### config.mk
export PLATFORM = sky130hd
export DESIGN_NAME = startup_seq
export DESIGN_NICKNAME = d
export VERILOG_FILES = /design/src/rtl/startup_pkg.sv /design/src/rtl/startup_code_dec.sv /design/src/rtl/startup_ctrl.sv /design/src/rtl/startup_seq.sv
export SDC_FILE = /design/constraint.sdc
export NUM_CORES = 1
export LEC_CHECK = 0
export BUFFER_PORTS_ARGS = -buffer_cell sky130_fd_sc_hd__buf_2
export CORE_MARGIN = 3
export CORE_UTILIZATION = 50
export CTS_CLUSTER_DIAMETER = 120
export CTS_CLUSTER_SIZE = 40
export DETAILED_ROUTE_END_ITERATION = 10
export PLACE_DENSITY = 0.67
export SLEW_MARGIN = 15
export SYNTH_ARGS = -nofsm -noshare
export SYNTH_HDL_FRONTEND = slang
export SYNTH_SLANG_ARGS = --single-unit
### constraint.sdc
create_clock -name clk -period 7 [get_ports clk]
set_input_delay 0.35 -clock clk [delete_from_list [all_inputs] [get_ports clk]]
set_output_delay 0.35 -clock clk [all_outputs]
set_load 0.05 [all_outputs]
### src/rtl/startup_pkg.sv
package startup_pkg;

    typedef enum logic [2:0] {
        ST_HOLD = 3'd0,
        ST_FIX  = 3'd1,
        ST_LONG = 3'd2,
        ST_DONE = 3'd3,
        ST_IDLE = 3'd4
    } seq_st_e;

    typedef enum logic [1:0] {
        SEL_NONE = 2'b00,
        SEL_FAST = 2'b01,
        SEL_SLOW = 2'b10,
        SEL_RSVD = 2'b11
    } start_sel_e;

    // Long time-out in cycles for a select code
    function automatic int unsigned long_cycles(input start_sel_e sel,
                                                input int unsigned cpm);
        case (sel)
            SEL_NONE: long_cycles = 0;
            SEL_FAST: long_cycles = (cpm * 41) / 10;
            default:  long_cycles = cpm * 65;
        endcase
    endfunction

endpackage

### src/rtl/startup_code_dec.sv
module startup_code_dec
    import startup_pkg::*;
#(
    parameter int unsigned CYC_PER_MS = 8000,
    parameter int unsigned CW         = 20
) (
    input  logic [1:0]    sel,
    output logic [CW-1:0] long_cyc,
    output logic          reserved
);
    localparam int unsigned L_FAST = long_cycles(SEL_FAST, CYC_PER_MS);
    localparam int unsigned L_SLOW = long_cycles(SEL_SLOW, CYC_PER_MS);

    always_comb begin
        reserved = 1'b0;
        case (start_sel_e'(sel))
            SEL_NONE: long_cyc = '0;
            SEL_FAST: long_cyc = CW'(L_FAST);
            SEL_SLOW: long_cyc = CW'(L_SLOW);
            default: begin
                long_cyc = CW'(L_SLOW);
                reserved = 1'b1;
            end
        endcase
    end
endmodule

### src/rtl/startup_ctrl.sv
module startup_ctrl
    import startup_pkg::*;
#(
    parameter int unsigned FIX_CYC = 6,
    parameter int unsigned CW      = 20
) (
    input  logic          clk,
    input  logic          por_n,
    input  logic          ext_rst_req,
    input  logic          wake_req,
    input  logic [CW-1:0] long_cyc,
    input  logic          code_reserved,
    output logic          core_reset,
    output logic          core_run,
    output logic          busy,
    output logic          config_error
);
    localparam logic [CW-1:0] FIX_LAST = CW'(FIX_CYC - 1);
    localparam logic [CW-1:0] ONE      = CW'(1);

    typedef struct packed {
        seq_st_e       st;
        logic [CW-1:0] cnt;
        logic [CW-1:0] lim;
        logic          rst_path;
        logic          cfg_err;
    } seq_t;

    seq_t q, d;

    always_comb begin
        d = q;
        case (q.st)
            ST_HOLD: begin
                if (!ext_rst_req) begin
                    d.st  = ST_FIX;
                    d.cnt = '0;
                    d.lim = long_cyc;
                    if (code_reserved) d.cfg_err = 1'b1;
                end
            end
            ST_FIX: begin
                if (q.cnt == FIX_LAST) begin
                    d.cnt = '0;
                    d.st  = (q.lim == '0) ? ST_DONE : ST_LONG;
                end else begin
                    d.cnt = q.cnt + ONE;
                end
            end
            ST_LONG: begin
                if (q.cnt == q.lim - ONE) begin
                    d.cnt = '0;
                    d.st  = ST_DONE;
                end else begin
                    d.cnt = q.cnt + ONE;
                end
            end
            ST_DONE: d.st = ST_IDLE;
            ST_IDLE: begin
                if (wake_req) begin
                    d.st       = ST_FIX;
                    d.cnt      = '0;
                    d.lim      = '0;
                    d.rst_path = 1'b0;
                end
            end
            default: d.st = ST_HOLD;
        endcase
        // a reset request overrides any sequence in progress
        if (ext_rst_req) begin
            d.st       = ST_HOLD;
            d.cnt      = '0;
            d.rst_path = 1'b1;
        end
    end

    always_ff @(posedge clk or negedge por_n) begin
        if (!por_n) begin
            q.st       <= ST_HOLD;
            q.cnt      <= '0;
            q.lim      <= '0;
            q.rst_path <= 1'b1;
            q.cfg_err  <= 1'b0;
        end else begin
            q <= d;
        end
    end

    assign core_run     = (q.st == ST_DONE);
    assign busy         = (q.st != ST_IDLE);
    assign core_reset   = q.rst_path && (q.st != ST_DONE) && (q.st != ST_IDLE);
    assign config_error = q.cfg_err;
endmodule

### src/rtl/startup_seq.sv
module startup_seq
    import startup_pkg::*;
#(
    parameter int unsigned CYC_PER_MS = 8000,
    parameter int unsigned FIX_CYC    = 6
) (
    input  logic       clk,
    input  logic       por_n,
    input  logic       ext_rst_req,
    input  logic       wake_req,
    input  logic [1:0] startup_sel,
    output logic       core_reset,
    output logic       core_run,
    output logic       busy,
    output logic       config_error
);
    localparam int unsigned MAX_CYC = (65 * CYC_PER_MS > FIX_CYC) ? 65 * CYC_PER_MS : FIX_CYC;
    localparam int unsigned CW      = $clog2(MAX_CYC + 1);

    logic [CW-1:0] long_cyc;
    logic          code_reserved;

    startup_code_dec #(
        .CYC_PER_MS(CYC_PER_MS),
        .CW        (CW)
    ) u_dec (
        .sel      (startup_sel),
        .long_cyc (long_cyc),
        .reserved (code_reserved)
    );

    startup_ctrl #(
        .FIX_CYC(FIX_CYC),
        .CW     (CW)
    ) u_ctrl (
        .clk           (clk),
        .por_n         (por_n),
        .ext_rst_req   (ext_rst_req),
        .wake_req      (wake_req),
        .long_cyc      (long_cyc),
        .code_reserved (code_reserved),
        .core_reset    (core_reset),
        .core_run      (core_run),
        .busy          (busy),
        .config_error  (config_error)
    );
endmodule

* After elaboration in Yosys (flattened, before gate mapping)
Index checks and enable logic that the tools add are counted.
** Operators by class
- Multiplexer cells :: 14
- Reductions and logical operators :: 15
- $add $sub $neg :: 2
- Equal/unequal tests :: 15
- Bitwise gates (word level) :: 2
** Operator list (number)
- one-hot mux 19 bit (2 select lines) :: 2
- one-hot mux 19 bit (4 select lines) :: 1
- two-way mux 42 bit :: 1
- two-way mux 41 bit :: 1
- two-way mux 19 bit :: 2
- two-way mux 22 bit :: 1
- adder 19 x 1 -> 19 bit (second input constant) :: 1
- equality test 19 bit :: 1
- equality test 19 x 3 -> 1 bit (second input constant) :: 1
- zero test 19 bit :: 1
- subtractor 19 x 1 -> 19 bit (second input constant) :: 1
- one-hot mux 3 bit (5 select lines) :: 1
- inequality test 3 x 2 -> 1 bit (second input constant) :: 3
- AND reduction 3 bit :: 3
- equality test 3 x 2 -> 1 bit (second input constant) :: 2
- two-way mux 3 bit :: 2
- inequality test 3 bit (second input constant) :: 2
- nonzero test 2 bit :: 3
- nonzero test 5 bit :: 1
- inequality test 2 bit (second input constant) :: 2
- AND reduction 2 bit :: 2
- equality test 3 x 1 -> 1 bit (second input constant) :: 1
- equality test 3 bit (second input constant) :: 1
- zero test 3 bit :: 1
- 7 further kinds :: 11
** Word-level totals
- Input bits :: 6
- Output and inout port bits :: 4
- Bits in registers :: 43
- Logic and storage cells :: 53

* Depth between registers and ports, before layout
- Word-level depth :: 5
- Gate-level depth with buffers :: 10

* Hierarchy
Synthesis repeated with hierarchy kept, for this count alone.
** Second synthesis, totals
- Cells, all modules :: 337
- Area, all modules :: 2954.1 µm²
** By module, submodules not included
- startup_ctrl :: area each 2806.4 µm², seq. area each 1077.3 µm², times used 1, cells each 316
- startup_code_dec :: area each 147.6 µm², seq. area each 0.0 µm², times used 1, cells each 21

* Least setup slack after synthesis
No wires, ideal clock.
- Path kind :: reg2reg
- From :: register u_ctrl.q[19] (netlist name)
- To :: register u_ctrl.q[24] (netlist name)
- Clock period less this slack :: 2.446 ns
- Setup slack :: 4.554 ns
- Data arrival time :: 2.322 ns
- Cell stages (with the launch flop) :: 11
- Cells stage by stage :: dfrtp_1 > inv_1 > ha_1 > nand2b_1 > o221ai_1 > a2111oi_0 > a2111oi_1 > or2_1 > buf_6 > and3_1 > a211o_1
** On the way
- Cells in the longest elaborated chain, start to end :: 5
** Ends and longest elaborated chain
- start: declaration :: line startup_ctrl.sv:29 : seq_t q, d;
- subtractor 19 x 1 -> 19 bit :: line startup_ctrl.sv:51 : if (q.cnt == q.lim - ONE) begin
- equality test 19 bit :: line startup_ctrl.sv:51
- two-way mux 19 bit :: line startup_ctrl.sv:51
- one-hot mux 19 bit (4 select lines) :: line startup_ctrl.sv:33 : case (q.st)
- two-way mux 22 bit :: line startup_ctrl.sv:70 : if (ext_rst_req) begin
No other way between the ends.
A chain may end at the register's enable or synchronous reset.

* Final worst setup path
- From :: register u_ctrl.q[19] (netlist name)
- To :: register u_ctrl.q[35] (netlist name)
Same word-level chain as after synthesis.

==> impl_metrics.csv <==
group,metric,value,unit
floorplan,start_util,54.8,%
floorplan,die_h,65,um
final_layout,nNetsFinal,223,
setup_path,critPathKind,"flip-flop to flip-flop",
power_and_ir_drop,sw_frac_of_total,39.5,%
floorplan,die_area,4230,um^2
routing,drc,0,
floorplan,rows,20,
timing,rsz0062_at_grt,"no",
timing,drv_slew,0,
synthesis,synth_top_area_share,37.4,%
floorplan,core-area,3180,um^2
routing,routed_wl,3880,um
clocking,cts_setup_buffers,0,
final_layout,final_layout_size_suffix_gt1_share,8.57,%
placed_design,gp_congestion,0.916,
synthesis,ys_ff_latch,27,
placed_design,place_hpwl,2830,um
timing,slew_headroom,48.3,%
setup_path,worst-path-buf-inv,1,
clocking,clkSinkCount,27,
synthesis,synth_top_cell_by_area,"dfrtp_1",
timing,worst_pin_slew,775,ps
clocking,holdBufCountCts,0,
final_layout,num_antenna_cells,0,
synthesis,yosys-top-cells-area,"dfrtp_1 (37%), o21ai_0 (5.2%), a21oi_1 (4.3%), ha_1 (4.3%), nand3_1 (3.2%)",
routing,first_pass_iters,4,
grt,antenna_found_initial,0,
clocking,post_cts_resized,0,
routing,viasPerCell,6.17,
synthesis,synth.avg_cell_area,8.49,um^2
setup_path,crit_arrival,3400,ps
synthesis,postSynthCellCount,205,
placed_design,port_buffers,9,
setup_path,crit_chain,"inv_1, ha_1, nor2b_1, o21ai_0, a2111oi_0, a2111oi_1, nor2_2, o21ai_0, a22o_1",
timing,fin_crit_sh,45.1,%
clocking,clock_path_buffers,2,
power_and_ir_drop,p_seq_share,46.0,%
power_and_ir_drop,p_clk_share,16.0,%
grt,grt_pass1_wl,6670,um
clocking,cts_root_buffer,"clkbuf_4",
synthesis,synthesis.nets,217,
final_layout,fillers,312,
power_and_ir_drop,power_leakage,0.000789,uW
power_and_ir_drop,peakVddDrop,0.000170,V
routing,drt_iter0_markers,114,
synthesis,synthTopCellsByCount,"dfrtp_1 (26), o21ai_0 (18), a21oi_1 (15)",
timing,holdWs,8.27,ps
setup_path,path_max_fanout,23,
power_and_ir_drop,p_comb_share,37.9,%
synthesis,ys_seq_area_share,38.9,%
setup_path,cp.required,7240,ps
routing,postRouteAntennaNets,0,
clocking,cts_buffers,3,
placed_design,post_dp_cell_area,1800,um^2
synthesis,synth_edf_count,0,
setup_path,cpMaxStageDelayCell,"nor2_2",
clocking,cts.clk_slew.worst_paths,150,ps
routing,wl_per_cell,15.3,um
clocking,tritoncts,"yes",
final_layout,fin_cells,254,
grt,grt_max_degree,28,
power_and_ir_drop,internal_power,254,uW
grt,grt_pass1_vias,1468,
timing,fmax,317,MHz
synthesis,ys_async_sr_fraction,100,%
setup_path,critical_path.top_delay_family,"compound AO/OA/AOI/OAI gates",
synthesis,synth_ff_type,"dfrtp_1",
setup_path,cpPeakStageDelay,660,ps
clocking,clk_latency,330,ps
min_path,min_path_type,"primary input to async pin",
final_layout,syn2layout_area_growth,4.89,%
floorplan,io_pins,10,
routing,vias,1568,
setup_path,crit_path_start_kind,"flip-flop",
setup_path,crit_top_cell,"o21ai_0",
run_status,status,"complete, no violations",
timing,hold_viol_final,0,
setup_path,endpoint_kind,"flip-flop",
synthesis,yosysMostFrequentCell,"dfrtp_1",
grt,overflow,0,
synthesis,netlist_area,1740,um^2
placed_design,placed_cells,250,
floorplan,die_x,65,um
grt,grt_use_total,20.1,%
timing,clock_skew,15.2,ps
power_and_ir_drop,total_power,420,uW
job,maxCapViolCount,0,
power_and_ir_drop,p_sw,166,uW
timing,fin_tns_setup,0,ps
synthesis,ys_warn_count,0,
synthesis,ys_types,46,
power_and_ir_drop,p_per_area,230,nW/um^2
final_layout,finalInstanceArea,1830,um^2
timing,setup_viol,0,
timing,finalCriticalPeriod,3160,ps
clocking,cts.htree.levels,1,
[metrics by stage]
stage                     setup WS (ps)  util, %
after global routing               3580     57.4
after global placement             4120     56.6
after CTS                          3870     57.4
after detailed placement           3890     56.6
final                              3840     57.4
after floorplan                    4550        -
[cell type report]
class	count	area, um^2	share of cell area, %
Clock inverter	1	5.00	0.274
Inverter	12	45.0	2.47
Multi-Input combinational cell	157	968	53.1
Sequential cell	27	677	37.1
Timing Repair Buffer	10	52.6	2.88
Clock buffer	3	22.5	1.23
Tap cell	44	55.1	3.02
[logic make-up after synthesis]
family / Yosys count / synth area share (%)
AOI/OAI and AO/OA: 55 / 19.8
xor gates and xnor gates: 7 / 3.52
adders and majority gates: 6 / 4.31
buffers and inverters: 21 / 5.46
DFF: 27 / 38.9
and+or+nand+nor: 89 / 28.0
[flip-flops by register name (all words and copies together), names as in the netlist]
| name | count |
|---|---|
| u_ctrl.q | 26 |
| u_ctrl.config_error | 1 |
[layer usage]
metal	GRT usage [%]	up-vias	wire, um
met4	7.39	0	73
met5	0	-	0
li1	-	753	-
met2	33.1	49	1850
met3	2.77	10	185
met1	26.9	756	1780
[worst paths after layout]
kind / from / end / slack [ps] / cells past startpoint
worst max register to register: u_ctrl.q[19]$_DFFE_PN0P_ / u_ctrl.q[35]$_DFFE_PN0P_ / 3840 / 9
max in group asynchronous: por_n / u_ctrl.q[27]$_DFFE_PN0P_ / 6570 / 1
worst min-delay path: por_n / u_ctrl.q[34]$_DFFE_PN0P_ / 8 / 1
worst min register to register: u_ctrl.config_error$_DFFE_PN0P_ / u_ctrl.config_error$_DFFE_PN0P_ / 490 / 1
min in group clk: startup_sel[0] / u_ctrl.config_error$_DFFE_PN0P_ / 280 / 2
worst max-delay path: u_ctrl.q[19]$_DFFE_PN0P_ / u_ctrl.q[35]$_DFFE_PN0P_ / 3840 / 9
[placed cells by master (no fill, tap or decap), types with 2 or more instances in the layout]
master / n
a21o_1: 7
a32o_1: 2
clkbuf_4: 3
or3_1: 8
inv_1: 12
xor2_1: 3
nand3_1: 11
buf_2: 9
and2_1: 2
nor2_1: 14
xnor2_1: 4
nand2b_1: 7
nor4_1: 3
nand4_1: 5
nor3b_1: 3
nor4b_1: 2
or4_1: 2
ha_1: 6
nor2b_1: 2
o41ai_1: 2
nor3_1: 7
nand2_1: 12
o21ai_0: 18
dfrtp_1: 26
and3_1: 6
a21oi_1: 15
[power groups by stage]
stage | combinational [uW] | sequential (uW) | clock (uW)
after CTS | 159 | 193 | 70.5
after global routing | 180 | 197 | 77.4
after detailed placement | 158 | 196 | 0
after floorplan | 127 | 192 | 0
after global placement | 150 | 194 | 0
final | 159 | 193 | 67.3
No activity file was read; power rests on OpenSTA's default activity.
